File: src/rtl/txmon_pkg.sv
package txmon_pkg;

    typedef enum logic {
        CH_RUN  = 1'b0,
        CH_HALT = 1'b1
    } chan_state_e;

    typedef enum logic [1:0] {
        HB_NONE = 2'd0,
        HB_GOOD = 2'd1,
        HB_MISS = 2'd2
    } hb_verdict_e;

    typedef struct packed {
        logic late_col;
        logic hb_err;
    } close_stat_t;

    function automatic int cnt_width(input int maxval);
        return (maxval < 2) ? 1 : $clog2(maxval + 1);
    endfunction

endpackage

File: src/rtl/txmon_byte_cnt.sv
module txmon_byte_cnt #(
    parameter int LATE_BYTES = 64
) (
    input  logic clk,
    input  logic rst,
    input  logic active,
    input  logic byte_stb,
    output logic late_zone
);
    localparam int CW = txmon_pkg::cnt_width(LATE_BYTES);
    localparam logic [CW-1:0] LIMIT = CW'(LATE_BYTES);

    logic [CW-1:0] cnt;

    // Saturating count of bytes since the frame began
    always_ff @(posedge clk) begin
        if (rst || !active) begin
            cnt <= '0;
        end else if (byte_stb && (cnt != LIMIT)) begin
            cnt <= cnt + 1'b1;
        end
    end

    assign late_zone = (cnt == LIMIT);
endmodule

File: src/rtl/txmon_hb_window.sv
module txmon_hb_window
    import txmon_pkg::*;
#(
    parameter int HB_WINDOW = 20
) (
    input  logic        clk,
    input  logic        rst,
    input  logic        arm,
    input  logic        cancel,
    input  logic        col_in,
    output hb_verdict_e verdict
);
    localparam int WW = cnt_width(HB_WINDOW);
    localparam logic [WW-1:0] WLEN = WW'(HB_WINDOW);
    localparam logic [WW-1:0] WONE = WW'(1);

    logic          armed;
    logic [WW-1:0] wcnt;

    // A collision wins over expiry on the last window edge
    always_comb begin
        verdict = HB_NONE;
        if (armed && col_in) begin
            verdict = HB_GOOD;
        end else if (armed && (wcnt == WONE)) begin
            verdict = HB_MISS;
        end
    end

    always_ff @(posedge clk) begin
        if (rst || cancel) begin
            armed <= 1'b0;
            wcnt  <= '0;
        end else if (arm) begin
            armed <= 1'b1;
            wcnt  <= WLEN;
        end else if (verdict != HB_NONE) begin
            armed <= 1'b0;
            wcnt  <= '0;
        end else if (armed) begin
            wcnt  <= wcnt - 1'b1;
        end
    end
endmodule

File: src/rtl/txmon_evt_flag.sv
module txmon_evt_flag (
    input  logic clk,
    input  logic rst,
    input  logic set,
    input  logic clr,
    output logic flag
);
    // Setting has priority over the write-one-to-clear pulse
    always_ff @(posedge clk) begin
        if (rst) begin
            flag <= 1'b0;
        end else if (set) begin
            flag <= 1'b1;
        end else if (clr) begin
            flag <= 1'b0;
        end
    end
endmodule

File: src/rtl/txmon_top.sv
module txmon_top
    import txmon_pkg::*;
#(
    parameter int LATE_BYTES = 64,
    parameter int HB_WINDOW  = 20
) (
    input  logic clk,
    input  logic rst,
    input  logic tx_active,
    input  logic tx_byte,
    input  logic tx_end,
    input  logic col_in,
    input  logic hb_check_en,
    input  logic irq_en,
    input  logic restart_cmd,
    input  logic evt_clr,
    output logic tx_permit,
    output logic abort_req,
    output logic norm_col,
    output logic close_vld,
    output logic close_late_col,
    output logic close_hb_err,
    output logic evt_flag,
    output logic irq
);
    chan_state_e state_q;
    logic        running;
    logic        late_zone;
    logic        late_hit;
    logic        norm_hit;
    logic        hb_arm;
    logic        plain_close;
    hb_verdict_e verdict;
    logic        close_d;
    close_stat_t stat_d;
    close_stat_t stat_q;
    logic        evt_set;

    assign running = (state_q == CH_RUN);

    txmon_byte_cnt #(.LATE_BYTES(LATE_BYTES)) u_bytes (
        .clk      (clk),
        .rst      (rst),
        .active   (tx_active && running),
        .byte_stb (tx_byte),
        .late_zone(late_zone)
    );

    assign late_hit    = running && tx_active && col_in && late_zone;
    assign norm_hit    = running && tx_active && col_in && !late_zone;
    assign hb_arm      = running && tx_end && hb_check_en && !late_hit;
    assign plain_close = running && tx_end && !hb_check_en && !late_hit;

    txmon_hb_window #(.HB_WINDOW(HB_WINDOW)) u_hbwin (
        .clk    (clk),
        .rst    (rst),
        .arm    (hb_arm),
        .cancel (late_hit),
        .col_in (col_in),
        .verdict(verdict)
    );

    // Close request: late collision > heartbeat verdict > plain frame end
    always_comb begin
        close_d = 1'b0;
        stat_d  = '0;
        if (late_hit) begin
            close_d         = 1'b1;
            stat_d.late_col = 1'b1;
        end else if (verdict != HB_NONE) begin
            close_d       = 1'b1;
            stat_d.hb_err = (verdict == HB_MISS);
        end else if (plain_close) begin
            close_d = 1'b1;
        end
    end

    assign evt_set = late_hit || ((verdict == HB_MISS) && !late_hit);

    always_ff @(posedge clk) begin
        if (rst) begin
            state_q   <= CH_RUN;
            abort_req <= 1'b0;
            norm_col  <= 1'b0;
            close_vld <= 1'b0;
            stat_q    <= '0;
        end else begin
            abort_req <= late_hit;
            norm_col  <= norm_hit;
            close_vld <= close_d;
            stat_q    <= stat_d;
            case (state_q)
                CH_RUN:  if (late_hit)    state_q <= CH_HALT;
                CH_HALT: if (restart_cmd) state_q <= CH_RUN;
                default: state_q <= CH_RUN;
            endcase
        end
    end

    txmon_evt_flag u_evt (
        .clk (clk),
        .rst (rst),
        .set (evt_set),
        .clr (evt_clr),
        .flag(evt_flag)
    );

    assign tx_permit      = running;
    assign close_late_col = stat_q.late_col;
    assign close_hb_err   = stat_q.hb_err;
    assign irq            = evt_flag && irq_en;
endmodule

File: config.mk
export PLATFORM = sky130hd
export DESIGN_NAME = txmon_top
export DESIGN_NICKNAME = d
export VERILOG_FILES = /design/src/rtl/txmon_pkg.sv /design/src/rtl/txmon_byte_cnt.sv /design/src/rtl/txmon_hb_window.sv /design/src/rtl/txmon_evt_flag.sv /design/src/rtl/txmon_top.sv
export SDC_FILE = /design/constraint.sdc
export NUM_CORES = 1
export LEC_CHECK = 0
export CORE_MARGIN = 2
export CORE_UTILIZATION = 52
export CTS_BUF_LIST = sky130_fd_sc_hd__clkbuf_16
export DETAILED_ROUTE_END_ITERATION = 16
export PLACE_DENSITY = 0.81
export SLEW_MARGIN = 10
export SYNTH_ARGS = -nofsm -noshare
export SYNTH_HDL_FRONTEND = slang
export SYNTH_SLANG_ARGS = --single-unit
File: constraint.sdc
create_clock -name clk -period 2.9 [get_ports clk]
set_input_delay 0.435 -clock clk [delete_from_list [all_inputs] [get_ports clk]]
set_output_delay 0.435 -clock clk [all_outputs]
set_load 0.05 [all_outputs]
Yosys cells after proc, flatten, opt, wreduce, memory -nomap -nowiden
Cells that the tools add are included.
{"block": "totals", "input_bits": 10, "ff_bits": 20, "output_inout_bits": 8, "wordCells": 61}
{"block": "classes", "eq_ne": 4, "n_addsub": 2, "bitwise": 2, "n_reduce_logical": 27, "n_mux": 15}
{"cell": "5-bit two-way mux", "n": 3}
{"cell": "1-bit logical AND", "n": 14}
{"cell": "1-bit two-way mux", "n": 9}
{"cell": "7-bit by 1-bit adder with 7-bit output (second input constant)", "n": 1}
{"cell": "7-bit == test (second input constant)", "n": 1}
{"cell": "7-bit inequality test (second input constant)", "n": 1}
{"cell": "2-bit nonzero test", "n": 3}
{"cell": "3-bit OR reduction", "n": 2}
{"cell": "5-bit by 1-bit == test with 1-bit output (second input constant)", "n": 1}
{"cell": "5-bit by 1-bit subtractor with 5-bit output (second input constant)", "n": 1}
{"cell": "1-bit logical NOT", "n": 4}
{"cell": "2-bit two-way mux", "n": 2}
{"cell": "1-bit logical OR", "n": 3}
{"cell": "3-bit nonzero test", "n": 1}
{"cell": "2-bit == test (second input constant)", "n": 1}
{"cell": "1-bit inverter", "n": 2}
{"cell": "1-bit one-hot mux with 2 select lines", "n": 1}

Logic depth before layout (Yosys ltp)
Gate-level depths: netlist of the first run.
{"block": "logic_depth", "depth_word": 9, "ltp_mapped": 7, "mapped_depth_nobuf": 6}

Cells and area by module
Synthesis of the first run repeated with hierarchy kept, for this count alone.
{"block": "unflattened", "hier_cells": 107, "hier_area_um2": 972.2}
{"mod": "txmon_byte_cnt", "instances": 1, "cells_per_inst": 42, "area_per_inst_um2": 357.8}
{"mod": "txmon_hb_window", "instances": 1, "cells_per_inst": 38, "area_per_inst_um2": 350.3}
{"mod": "txmon_top", "instances": 1, "cells_per_inst": 23, "area_per_inst_um2": 225.2}
{"mod": "txmon_evt_flag", "instances": 1, "cells_per_inst": 4, "area_per_inst_um2": 38.8}

Worst setup path before layout of the first run
Ideal clock, no wire load.
{"block": "synth_path", "path_kind": "flip-flop to flip-flop", "startpoint": "register u_bytes.cnt[2]", "endpoint": "register u_hbwin.wcnt[1]", "required_time_ns": 2.771, "arrival_ns": 1.459, "path_stages_with_launch": 6, "setup_slack_ns": 1.312, "synth_period_minus_slack_ns": 1.588, "setup_time_ns": 0.129, "path_cell_list": "dfxtp_1 or4_4 or3_1 buf_6 nand3_2 a211oi_1"}
{"block": "synth_via", "elab_chain_len": 5, "word_cells_on_any_way": 6, "cone_classes": "eq/ne: 1; reduce/logical: 5"}
{"element": "start: declaration", "line": "txmon_byte_cnt.sv:13", "source": "logic [CW-1:0] cnt;"}
{"element": "start signal: assignment", "line": "txmon_byte_cnt.sv:20", "source": "cnt <= cnt + 1'b1;"}
{"element": "7-bit == test *", "line": "txmon_byte_cnt.sv:24", "source": "assign late_zone = (cnt == LIMIT);"}
{"element": "1-bit logical AND *", "line": "txmon_top.sv:49", "source": "assign late_hit = running && tx_active && col_in && late_zone;"}
{"element": "1-bit logical NOT", "line": "txmon_top.sv:51", "source": "assign hb_arm = running && tx_end && hb_check_en && !late_hit;"}
{"element": "1-bit logical AND", "line": "txmon_top.sv:51"}
{"element": "3-bit OR reduction (no source line) *"}
{"element": "end signal: assignment", "line": "txmon_hb_window.sv:41", "source": "wcnt <= wcnt - 1'b1;"}
{"element": "end: declaration", "line": "txmon_hb_window.sv:18", "source": "logic [WW-1:0] wcnt;"}
Every way passes the cells marked *; elsewhere a longest branch is shown, timed or not.
A chain may end at the register's enable or synchronous reset.

Worst setup path in the final report of the first run
{"block": "layout_path", "startpoint": "input port irq_en", "endpoint": "output port irq"}
{"block": "layout_via", "elab_chain_len": 1}
{"element": "start: declaration", "line": "txmon_top.sv:14", "source": "input logic irq_en,"}
{"element": "1-bit logical AND", "line": "txmon_top.sv:111", "source": "assign irq = evt_flag && irq_en;"}
{"element": "end: declaration", "line": "txmon_top.sv:24", "source": "output logic irq"}
Every way passes these cells.

==> results.py, run 1 <==
metrics = {
    "run_status": {
        "status": "finished, final reports clean",
    },
    "synth": {
        "yosys_register_bits": 19,
        "synth.area.top_cells": "dfxtp_1, nor2_1, ha_1",
        "yosysTopAreaCell": "dfxtp_1",
        "synth.distinct_cells": 31,
        "syn_area_sq_um": 878,
        "synth_cells": 98,
        "synthFlopType": "dfxtp_1",
        "yosysTopAreaCellShare_pct": 43.3,
        "syn_nets": 112,
        "syn_area_per_cell_sq_um": 8.96,
        "async_flop_share_pct": 0,
        "synth_seq_area_share_pct": 43.3,
        "yosysWarnings": 0,
        "synth-edff-count": 0,
    },
    "sta": {
        "worstMarginPinSlew_ns": 0.493,
        "worst_slack_ns": 0.664,
        "slew_headroom_pct": 67.0,
        "finalSetupViolCount": 0,
        "layout_worst_path_cycle_share_pct": 77.1,
        "period_needed_ns": 2.24,
        "drv_slew": 0,
        "finalHoldViolations": 0,
        "rsz0062_at_grt": "no",
        "fin_skew_ns": 0.00114,
        "fmax_ghz": 0.447,
        "fin_setup_tns_ns": 0,
    },
    "cts": {
        "cts.sinks": 19,
        "clockRootBuffer": "clkbuf_16",
        "cts-hold-fix-buffers": 0,
        "clkLatencyLatePin_ns": 0.24,
        "clkTransAtPathRegs_ns": 0.05,
        "postCtsSetupBuffers": 0,
        "htreeDepth": 1,
        "cts_made_buffers": 3,
        "cts_tree": "built",
        "clockBufferDepth": 2,
        "post_cts.resized_instances": 0,
    },
    "floorplan": {
        "fp-row-count": 14,
        "die_x_um": 45.1,
        "die_height_um": 45.1,
        "core_sq_um": 1540,
        "die_area_sq_um": 2030,
        "initial_core_util_pct": 57.0,
        "ios": 18,
    },
    "critical_path": {
        "endpoint_kind": "output pin",
        "critical_path.max_fanout": 1,
        "timing.rr.end": "u_hbwin.wcnt[1]",
        "worst-r2r-setup-slack_ns": 1.19,
        "arrival_ns": 1.80,
        "critPathRequiredTime_ns": 2.47,
        "path_class": "input pin to output pin",
        "timing.rr.start": "u_bytes.cnt[2]",
        "reg2reg_depth": 4,
        "crit_path_start_kind": "input pin",
    },
    "detailed_routing": {
        "drtIter0Drc": 5,
        "via_count": 743,
        "avgRoutedWirePerCell_um": 13.2,
        "firstDrtPassIters": 4,
        "antenna_left": 0,
        "drcViolationCount": 0,
        "via_per_inst": 5.59,
        "routed_wl_um": 1750,
    },
    "cells_and_area": {
        "antenna_cells": 0,
        "num-fill-cells": 134,
        "multi_input_area_sq_um": 449,
        "ff_latch_area_sq_um": 380,
        "finish.net_count": 132,
        "final_cell_mix": "dfxtp_1, clkdlybuf4s50_1, nor2_1",
        "layout-drive-gt1-share_pct": 6.84,
        "fin_area_sq_um": 1130,
        "syn_to_final_growth_pct": 28.5,
        "final_common_cell": "dfxtp_1",
    },
    "power": {
        "p_sw_uw": 132,
        "powerDensity_nw_per_um2": 546,
        "p_int_uw": 485,
        "leakagePower_nw": 0.429,
        "clockPowerShare_pct": 44.7,
        "share_comb_of_total_power_pct": 10.2,
        "power_switching_share_pct": 21.4,
        "p_seq_share_pct": 45.0,
        "irDropWorstVdd_mv": 0.400,
    },
    "min_path": {
        "hold_depth": 2,
        "min_to": "u_hbwin.wcnt[1]",
        "holdCritPathClass": "flop to flop",
        "hold_start": "u_hbwin.wcnt[1]",
    },
    "placement": {
        "dp_hpwl_um": 1210,
        "pre_cts_slack_ns": 0.653,
        "dpl-instance-area_sq_um": 1050,
        "place_congestion": 0.823,
        "portBuffers": 17,
    },
    "grt": {
        "grt_max_degree": 11,
        "gr-usage-all-layers_pct": 19.4,
        "overflow": 0,
        "grt_pass1_wl_um": 2820,
        "antenna_found_initial": 0,
        "grt_pass1_vias": 678,
    },
    "job": {
        "drv_cap": 0,
    },
}
## sequential cells by signal, indices dropped and copies added, names as in the netlist
| name | flops |
|---|---|
| abort_req | 1 |
| close_hb_err | 1 |
| state_q | 1 |
| u_hbwin.armed | 1 |
| u_hbwin.wcnt | 5 |
| close_vld | 1 |
| u_bytes.cnt | 7 |
| u_evt.flag | 1 |
| norm_col | 1 |
## synth_stat cells, types with 2 or more instances
master and number:
nor2b_1 3, o21ai_0 3, inv_1 8, xor2_1 5
dfxtp_1 19, nor2_1 15, a21oi_1 6, nand2_1 4
nand4_1 3, nand3_1 2, xnor2_1 5, nor3b_1 2
nor4_1 2, ha_1 4
## power by group through the flow
| stage | clock network (mW) | registers, mW | logic (mW) |
|---|---|---|---|
| finish | 0.276 | 0.278 | 0.0631 |
| global route | 0.288 | 0.279 | 0.0690 |
| CTS | 0.279 | 0.277 | 0.0634 |
| detailed placement | 0 | 0.283 | 0.0616 |
| global placement | 0 | 0.283 | 0.0598 |
| floorplan | 0 | 0.286 | 0.0332 |
## cells by family (layout without fill, tap and decap cells)
kind of cell / Yosys count / in the layout / share of synthesized area [%]
multiplexers: 1 / 1 / 1.14
XOR/XNOR: 10 / 10 / 9.97
buffers and inverters: 10 / 29 / 5.56
AO/OA/AOI/OAI: 12 / 12 / 7.55
adder cells (fa/ha/maj): 4 / 4 / 5.70
AND/OR/NAND/NOR: 42 / 42 / 26.8
flip-flops: 19 / 19 / 43.3
## per-layer routing
| layer | share of wire (%) | vias up | track usage, % |
|---|---|---|---|
| met5 | 0 | - | 0 |
| met4 | 1.3 | 0 | 10.6 |
| met3 | 6.4 | 4 | 5.20 |
| met2 | 48 | 25 | 31.7 |
| met1 | 45 | 342 | 22.9 |
| li1 | - | 372 | - |
## cell type report
type,count,share of cell area (%)
Inverter,8,2.66
Clock buffer,3,6.65
Clock inverter,1,0.333
Sequential cell,19,33.7
Tap cell,16,1.77
Timing Repair Buffer,17,15.1
Multi-Input combinational cell,69,39.8
## worst max-delay path, stage by stage
cell             delay (ns)
clkdlybuf4s50_1        0.46
and2_1                 0.12
clkdlybuf4s50_1        0.79
## worst max path at each step
stage / start / end / slack, ns
after floorplan: u_bytes.cnt[2] / u_hbwin.wcnt[1] / 1.31
after global placement: irq_en / irq / 0.68
after detailed placement: irq_en / irq / 0.65
after CTS: irq_en / irq / 0.65
after global routing: irq_en / irq / 0.63
final: irq_en / irq / 0.66
## metrics by stage
step | util (%) | instances | hold WS (ns) | power (mW)
6_report | 73.2 | 133 | 0.491 | 0.617
5_1_grt | 73.2 | 133 | 0.523 | 0.636
4_1_cts | 73.2 | 133 | 0.492 | 0.620
3_5_place_dp | 68.1 | 129 | 0.485 | 0.345
3_3_place_gp | 68.1 | 129 | 0.483 | 0.343
2_1_floorplan | - | 98 | 0.460 | 0.320
Note: power is estimated with default switching activity, not from simulation.
==> run 2: changes to the inputs <==
Settings changed: CORE_UTILIZATION 52 to 49, PLACE_DENSITY 0.81 to 0.77.
Clock period 2.9 ns to 2.2 ns, I/O delays scaled along.
==> run 2 against run 1 <==
Design area increased by 0.78%; clock-buffer cell count did not move; total power grew 32%; final cell count grew 6.8%; routed wire length fell by 6.3%; clock power rose by 32%; non-clock buffer count did not move; clock skew is 0.0029 ns higher; flip-flop and latch count is the same; critical path depth shrank 1; global-route usage fell by 1.6 points; via count is 5.0% lower; highest routed layer unchanged.
==> results.py, run 2 (same netlist as run 1, synthesis figures left out) <==
metrics = {
    "detailed_routing": {
        "drcViolationCount": 0,
        "via_count": 706,
        "routed_wl_um": 1640,
        "drtIter0Drc": 14,
        "via_per_inst": 4.97,
        "firstDrtPassIters": 4,
        "antenna_left": 0,
        "avgRoutedWirePerCell_um": 11.6,
    },
    "critical_path": {
        "critPathRequiredTime_ns": 1.87,
        "path_class": "flop to output pin",
        "reg2reg_depth": 4,
        "worst-r2r-setup-slack_ns": 0.53,
        "critPathSlowestCell": "clkdlybuf4s50_1",
        "timing.rr.end": "u_hbwin.wcnt[1]",
        "endpoint_kind": "output pin",
        "max_stage_delay_ns": 0.81,
        "timing.rr.start": "u_bytes.cnt[2]",
        "crit_chain": "inv_1, clkdlybuf4s50_1",
        "critPathBufInv": 2,
        "crit_family": "buffers and inverters",
        "arrival_ns": 1.48,
        "crit_path_start_kind": "flop",
        "critical_path.max_fanout": 4,
    },
    "cells_and_area": {
        "final_common_cell": "dfxtp_1",
        "layout-drive-gt1-share_pct": 7.69,
        "top_regs": "u_bytes.cnt: 7 flops, u_hbwin.wcnt: 5 flops",
        "syn_to_final_growth_pct": 29.5,
        "antenna_cells": 0,
        "largest_register": "u_bytes.cnt",
        "num-fill-cells": 129,
        "final_cell_mix": "dfxtp_1, clkdlybuf4s50_1, nor2_1",
        "ff_latch_area_sq_um": 380,
        "final_util_pct": 66.6,
        "multi_input_area_sq_um": 449,
        "finish.net_count": 132,
        "fin_cells": 142,
        "largest_reg_flops": 7,
    },
    "cts": {
        "post_cts.resized_instances": 0,
        "htreeDepth": 1,
        "clkTransAtPathRegs_ns": 0.05,
        "clkLatencyLatePin_ns": 0.25,
        "clockRootBuffer": "clkbuf_16",
        "clockBufferDepth": 2,
        "cts.sinks": 19,
        "cts_tree": "built",
        "postCtsSetupBuffers": 0,
        "cts-hold-fix-buffers": 0,
        "cts_made_buffers": 3,
    },
    "placement": {
        "portBuffers": 17,
        "pre_cts_slack_ns": 0.491,
        "dp_hpwl_um": 1200,
        "place_congestion": 0.852,
        "dpl.cell_count": 138,
    },
    "sta": {
        "drv_slew": 0,
        "finalHoldViolations": 0,
        "finalSetupViolCount": 0,
        "period_needed_ns": 1.81,
        "slew_headroom_pct": 66.6,
        "worstMarginPinSlew_ns": 0.500,
        "fin_setup_tns_ns": 0,
        "fin_skew_ns": 0.00404,
        "worst_slack_ns": 0.392,
        "fmax_ghz": 0.553,
        "layout_worst_path_cycle_share_pct": 82.2,
        "rsz0062_at_grt": "no",
    },
    "min_path": {
        "hold_depth": 2,
        "holdCritPathClass": "flop to flop",
        "min_to": "u_hbwin.wcnt[1]",
        "hold_start": "u_hbwin.wcnt[1]",
    },
    "power": {
        "irDropWorstVdd_mv": 0.374,
        "finalPower_uw": 814,
        "leakagePower_nw": 0.431,
        "powerDensity_nw_per_um2": 715,
    },
    "grt": {
        "overflow": 0,
        "grt_pass1_vias": 635,
        "grt_pass1_wl_um": 2670,
        "grt_max_degree": 11,
        "antenna_found_initial": 0,
        "gr-usage-all-layers_pct": 17.8,
    },
    "floorplan": {
        "core_sq_um": 1710,
        "die_area_sq_um": 2150,
        "die_height_um": 46.3,
        "initial_core_util_pct": 51.4,
        "die_x_um": 46.3,
        "fp-row-count": 15,
        "ios": 18,
    },
    "run_status": {
        "status": "finished, final reports clean",
    },
    "job": {
        "drv_cap": 0,
    },
}
## run 2: layer usage
metal / global-route usage [%] / part of all wire (%)
met1: 22.5 / 49
met3: 3.92 / 6.5
met5: 0 / 0
met2: 27.5 / 43
met4: 10.3 / 1.9
## run 2: worst max-delay path by stage
stage / from / end / depth (start not counted)
2_1_floorplan: u_bytes.cnt[2] / u_hbwin.wcnt[1] / 5
3_3_place_gp: col_in / u_hbwin.wcnt[1] / 5
3_5_place_dp: col_in / u_hbwin.wcnt[1] / 4
4_1_cts: state_q / tx_permit / 2
5_1_grt: state_q / tx_permit / 2
6_report: state_q / tx_permit / 2
## run 2: cell type report
type / instances / area share, %
Clock inverter: 1 / 0.330
Tap cell: 25 / 2.75
Sequential cell: 19 / 33.4
Clock buffer: 3 / 6.60
Inverter: 8 / 2.64
Multi-Input combinational cell: 69 / 39.5
Timing Repair Buffer: 17 / 14.7
## run 2: through the flow
step / cell area [sq um] / hold slack, ns
after global placement: 1060 / 0.483
after CTS: 1140 / 0.498
after global routing: 1140 / 0.528
after detailed placement: 1060 / 0.488
after floorplan: 878 / 0.399
final: 1140 / 0.502
## run 2: where the power goes
group          switching (mW)  internal, mW  total [mW]  leakage [nW]
clock                   0.124         0.242       0.365        0.0423
sequential             0.0112         0.355       0.366         0.154
combinational          0.0393        0.0424      0.0817         0.235
## run 2: worst register-to-register path: cells and delay by family, from the launching register on
| family | cells | cell delay (ns) |
|---|---|---|
| AND/OR/NAND/NOR | 3 | 1.16 |
| flip-flops | 1 | 0.34 |
| AO/OA/AOI/OAI | 1 | 0.06 |
==> run 3: changes to the inputs <==
Clock period 2.2 ns to 1.8 ns, I/O delays scaled along.
==> run 3 against run 2 <==
Global-route usage is 2.0 points higher; sequential share of layout area down 0.51 points; sequential power is 23% higher; routed wire length up 17%; clock power up 21%; hold slack improved by 0.011 ns; register-to-register slack got worse by 0.45 ns; total power up 22%; clock-buffer cell count stayed put; clock skew decreased by 0.0015 ns; critical path depth up 2; largest cell class unchanged; largest power group unchanged.
==> results.py, run 3 (same netlist as run 1, synthesis figures left out) <==
metrics = {
    "detailed_routing": {
        "antenna_left": 0,
        "drcViolationCount": 0,
        "firstDrtPassIters": 4,
        "drtIter0Drc": 6,
        "avgRoutedWirePerCell_um": 13.4,
        "via_per_inst": 5.20,
        "routed_wl_um": 1920,
        "via_count": 743,
    },
    "floorplan": {
        "die_height_um": 46.3,
        "die_x_um": 46.3,
        "fp-row-count": 15,
        "ios": 18,
        "die_area_sq_um": 2150,
        "core_sq_um": 1710,
        "initial_core_util_pct": 51.4,
    },
    "placement": {
        "dp_hpwl_um": 1390,
        "place_congestion": 0.788,
        "pre_cts_slack_ns": 0.106,
        "portBuffers": 17,
        "dpl-instance-area_sq_um": 1080,
        "dpl.cell_count": 139,
    },
    "cells_and_area": {
        "fin_cells": 143,
        "top_regs": "u_bytes.cnt: 7 flops, u_hbwin.wcnt: 5 flops",
        "final_cell_mix": "dfxtp_1, nor2_1, clkdlybuf4s50_1",
        "finish.net_count": 133,
        "antenna_cells": 0,
        "final_util_pct": 67.6,
        "num-fill-cells": 147,
        "final_common_cell": "dfxtp_1",
        "syn_to_final_growth_pct": 31.5,
        "largest_reg_flops": 7,
        "layout-drive-gt1-share_pct": 9.32,
        "fin_area_sq_um": 1150,
        "largest_register": "u_bytes.cnt",
    },
    "cts": {
        "cts_tree": "built",
        "htreeDepth": 1,
        "clockBufferDepth": 2,
        "cts.sinks": 19,
        "postCtsSetupBuffers": 0,
        "post_cts.resized_instances": 0,
        "clkTransAtPathRegs_ns": 0.05,
        "cts_made_buffers": 3,
        "cts-hold-fix-buffers": 0,
        "clockRootBuffer": "clkbuf_16",
        "clkLatencyLatePin_ns": 0.24,
    },
    "sta": {
        "rsz0062_at_grt": "no",
        "layout_worst_path_cycle_share_pct": 95.6,
        "drv_slew": 0,
        "fin_skew_ns": 0.00257,
        "holdWs_ns": 0.512,
        "worstMarginPinSlew_ns": 0.502,
        "period_needed_ns": 1.72,
        "worst_slack_ns": 0.0787,
        "finalHoldViolations": 0,
        "slew_headroom_pct": 66.5,
        "fin_setup_tns_ns": 0,
        "fmax_ghz": 0.581,
        "finalSetupViolCount": 0,
    },
    "grt": {
        "grt_pass1_vias": 743,
        "gr-usage-all-layers_pct": 19.8,
        "grt_max_degree": 11,
        "grt_pass1_wl_um": 2990,
        "overflow": 0,
        "antenna_found_initial": 0,
    },
    "power": {
        "irDropWorstVdd_mv": 0.714,
        "leakagePower_nw": 0.438,
        "finalPower_uw": 991,
        "powerDensity_nw_per_um2": 858,
    },
    "job": {
        "drv_cap": 0,
    },
    "critical_path": {
        "path_class": "flop to flop",
        "cp-endpoint": "u_bytes.cnt[1]",
        "worst-r2r-setup-slack_ns": 0.08,
        "timing.rr.start": "u_bytes.cnt[2]",
        "endpoint_kind": "flop",
        "crit_path_start_kind": "flop",
        "cp-startpoint": "u_bytes.cnt[2]",
        "reg2reg_depth": 4,
        "critPathRequiredTime_ns": 1.92,
        "critical_path.max_fanout": 4,
        "timing.rr.end": "u_bytes.cnt[1]",
        "arrival_ns": 1.85,
    },
    "min_path": {
        "holdCritPathClass": "flop to flop",
    },
    "run_status": {
        "status": "finished, final reports clean",
    },
}
==> run 3: changes by cell type in the layout (fill, tap and decap cells not counted) <==
cell / before / now
buf_4: 1 / 2
buf_12: 0 / 1
clkdlybuf4s50_1: 16 / 15
==> run 3: layout make-up <==
type / count / area [sq um] / share of cell area [%]
Clock buffer: 3 / 75.1 / 6.50
Clock inverter: 1 / 3.75 / 0.325
Inverter: 8 / 30.0 / 2.60
Multi-Input combinational cell: 69 / 449 / 38.9
Sequential cell: 19 / 380 / 32.9
Tap cell: 25 / 31.3 / 2.71
Timing Repair Buffer: 18 / 185 / 16.0
==> run 3: worst min-delay path by stage <==
stage	cells past startpoint	to	start
final	2	state_q	state_q
after global routing	2	state_q	state_q
after CTS	2	state_q	state_q
after floorplan	1	state_q	rst
after detailed placement	2	state_q	state_q
after global placement	2	u_hbwin.wcnt[1]	u_hbwin.wcnt[1]
==> run 3: worst max-delay path: stages, from the launching register on <==
cell	delay, ns
dfxtp_1	0.34
or4_4	0.57
o21ai_0	0.39
mux2i_1	0.25
nor2_1	0.06
==> run 3: where the power goes <==
group          switching [mW]  leakage, nW  total (mW)  internal [mW]
Sequential             0.0144        0.154       0.449          0.434
Combinational          0.0494        0.242       0.103         0.0536
Clock                   0.145       0.0423       0.440          0.295
==> run 3: metal layers <==
layer	vias up	share of wire (%)	GRT usage (%)
met3	9	6.0	5.10
li1	371	-	-
met1	335	44	22.1
met4	0	2.9	11.4
met5	-	0	0
met2	28	47	33.6
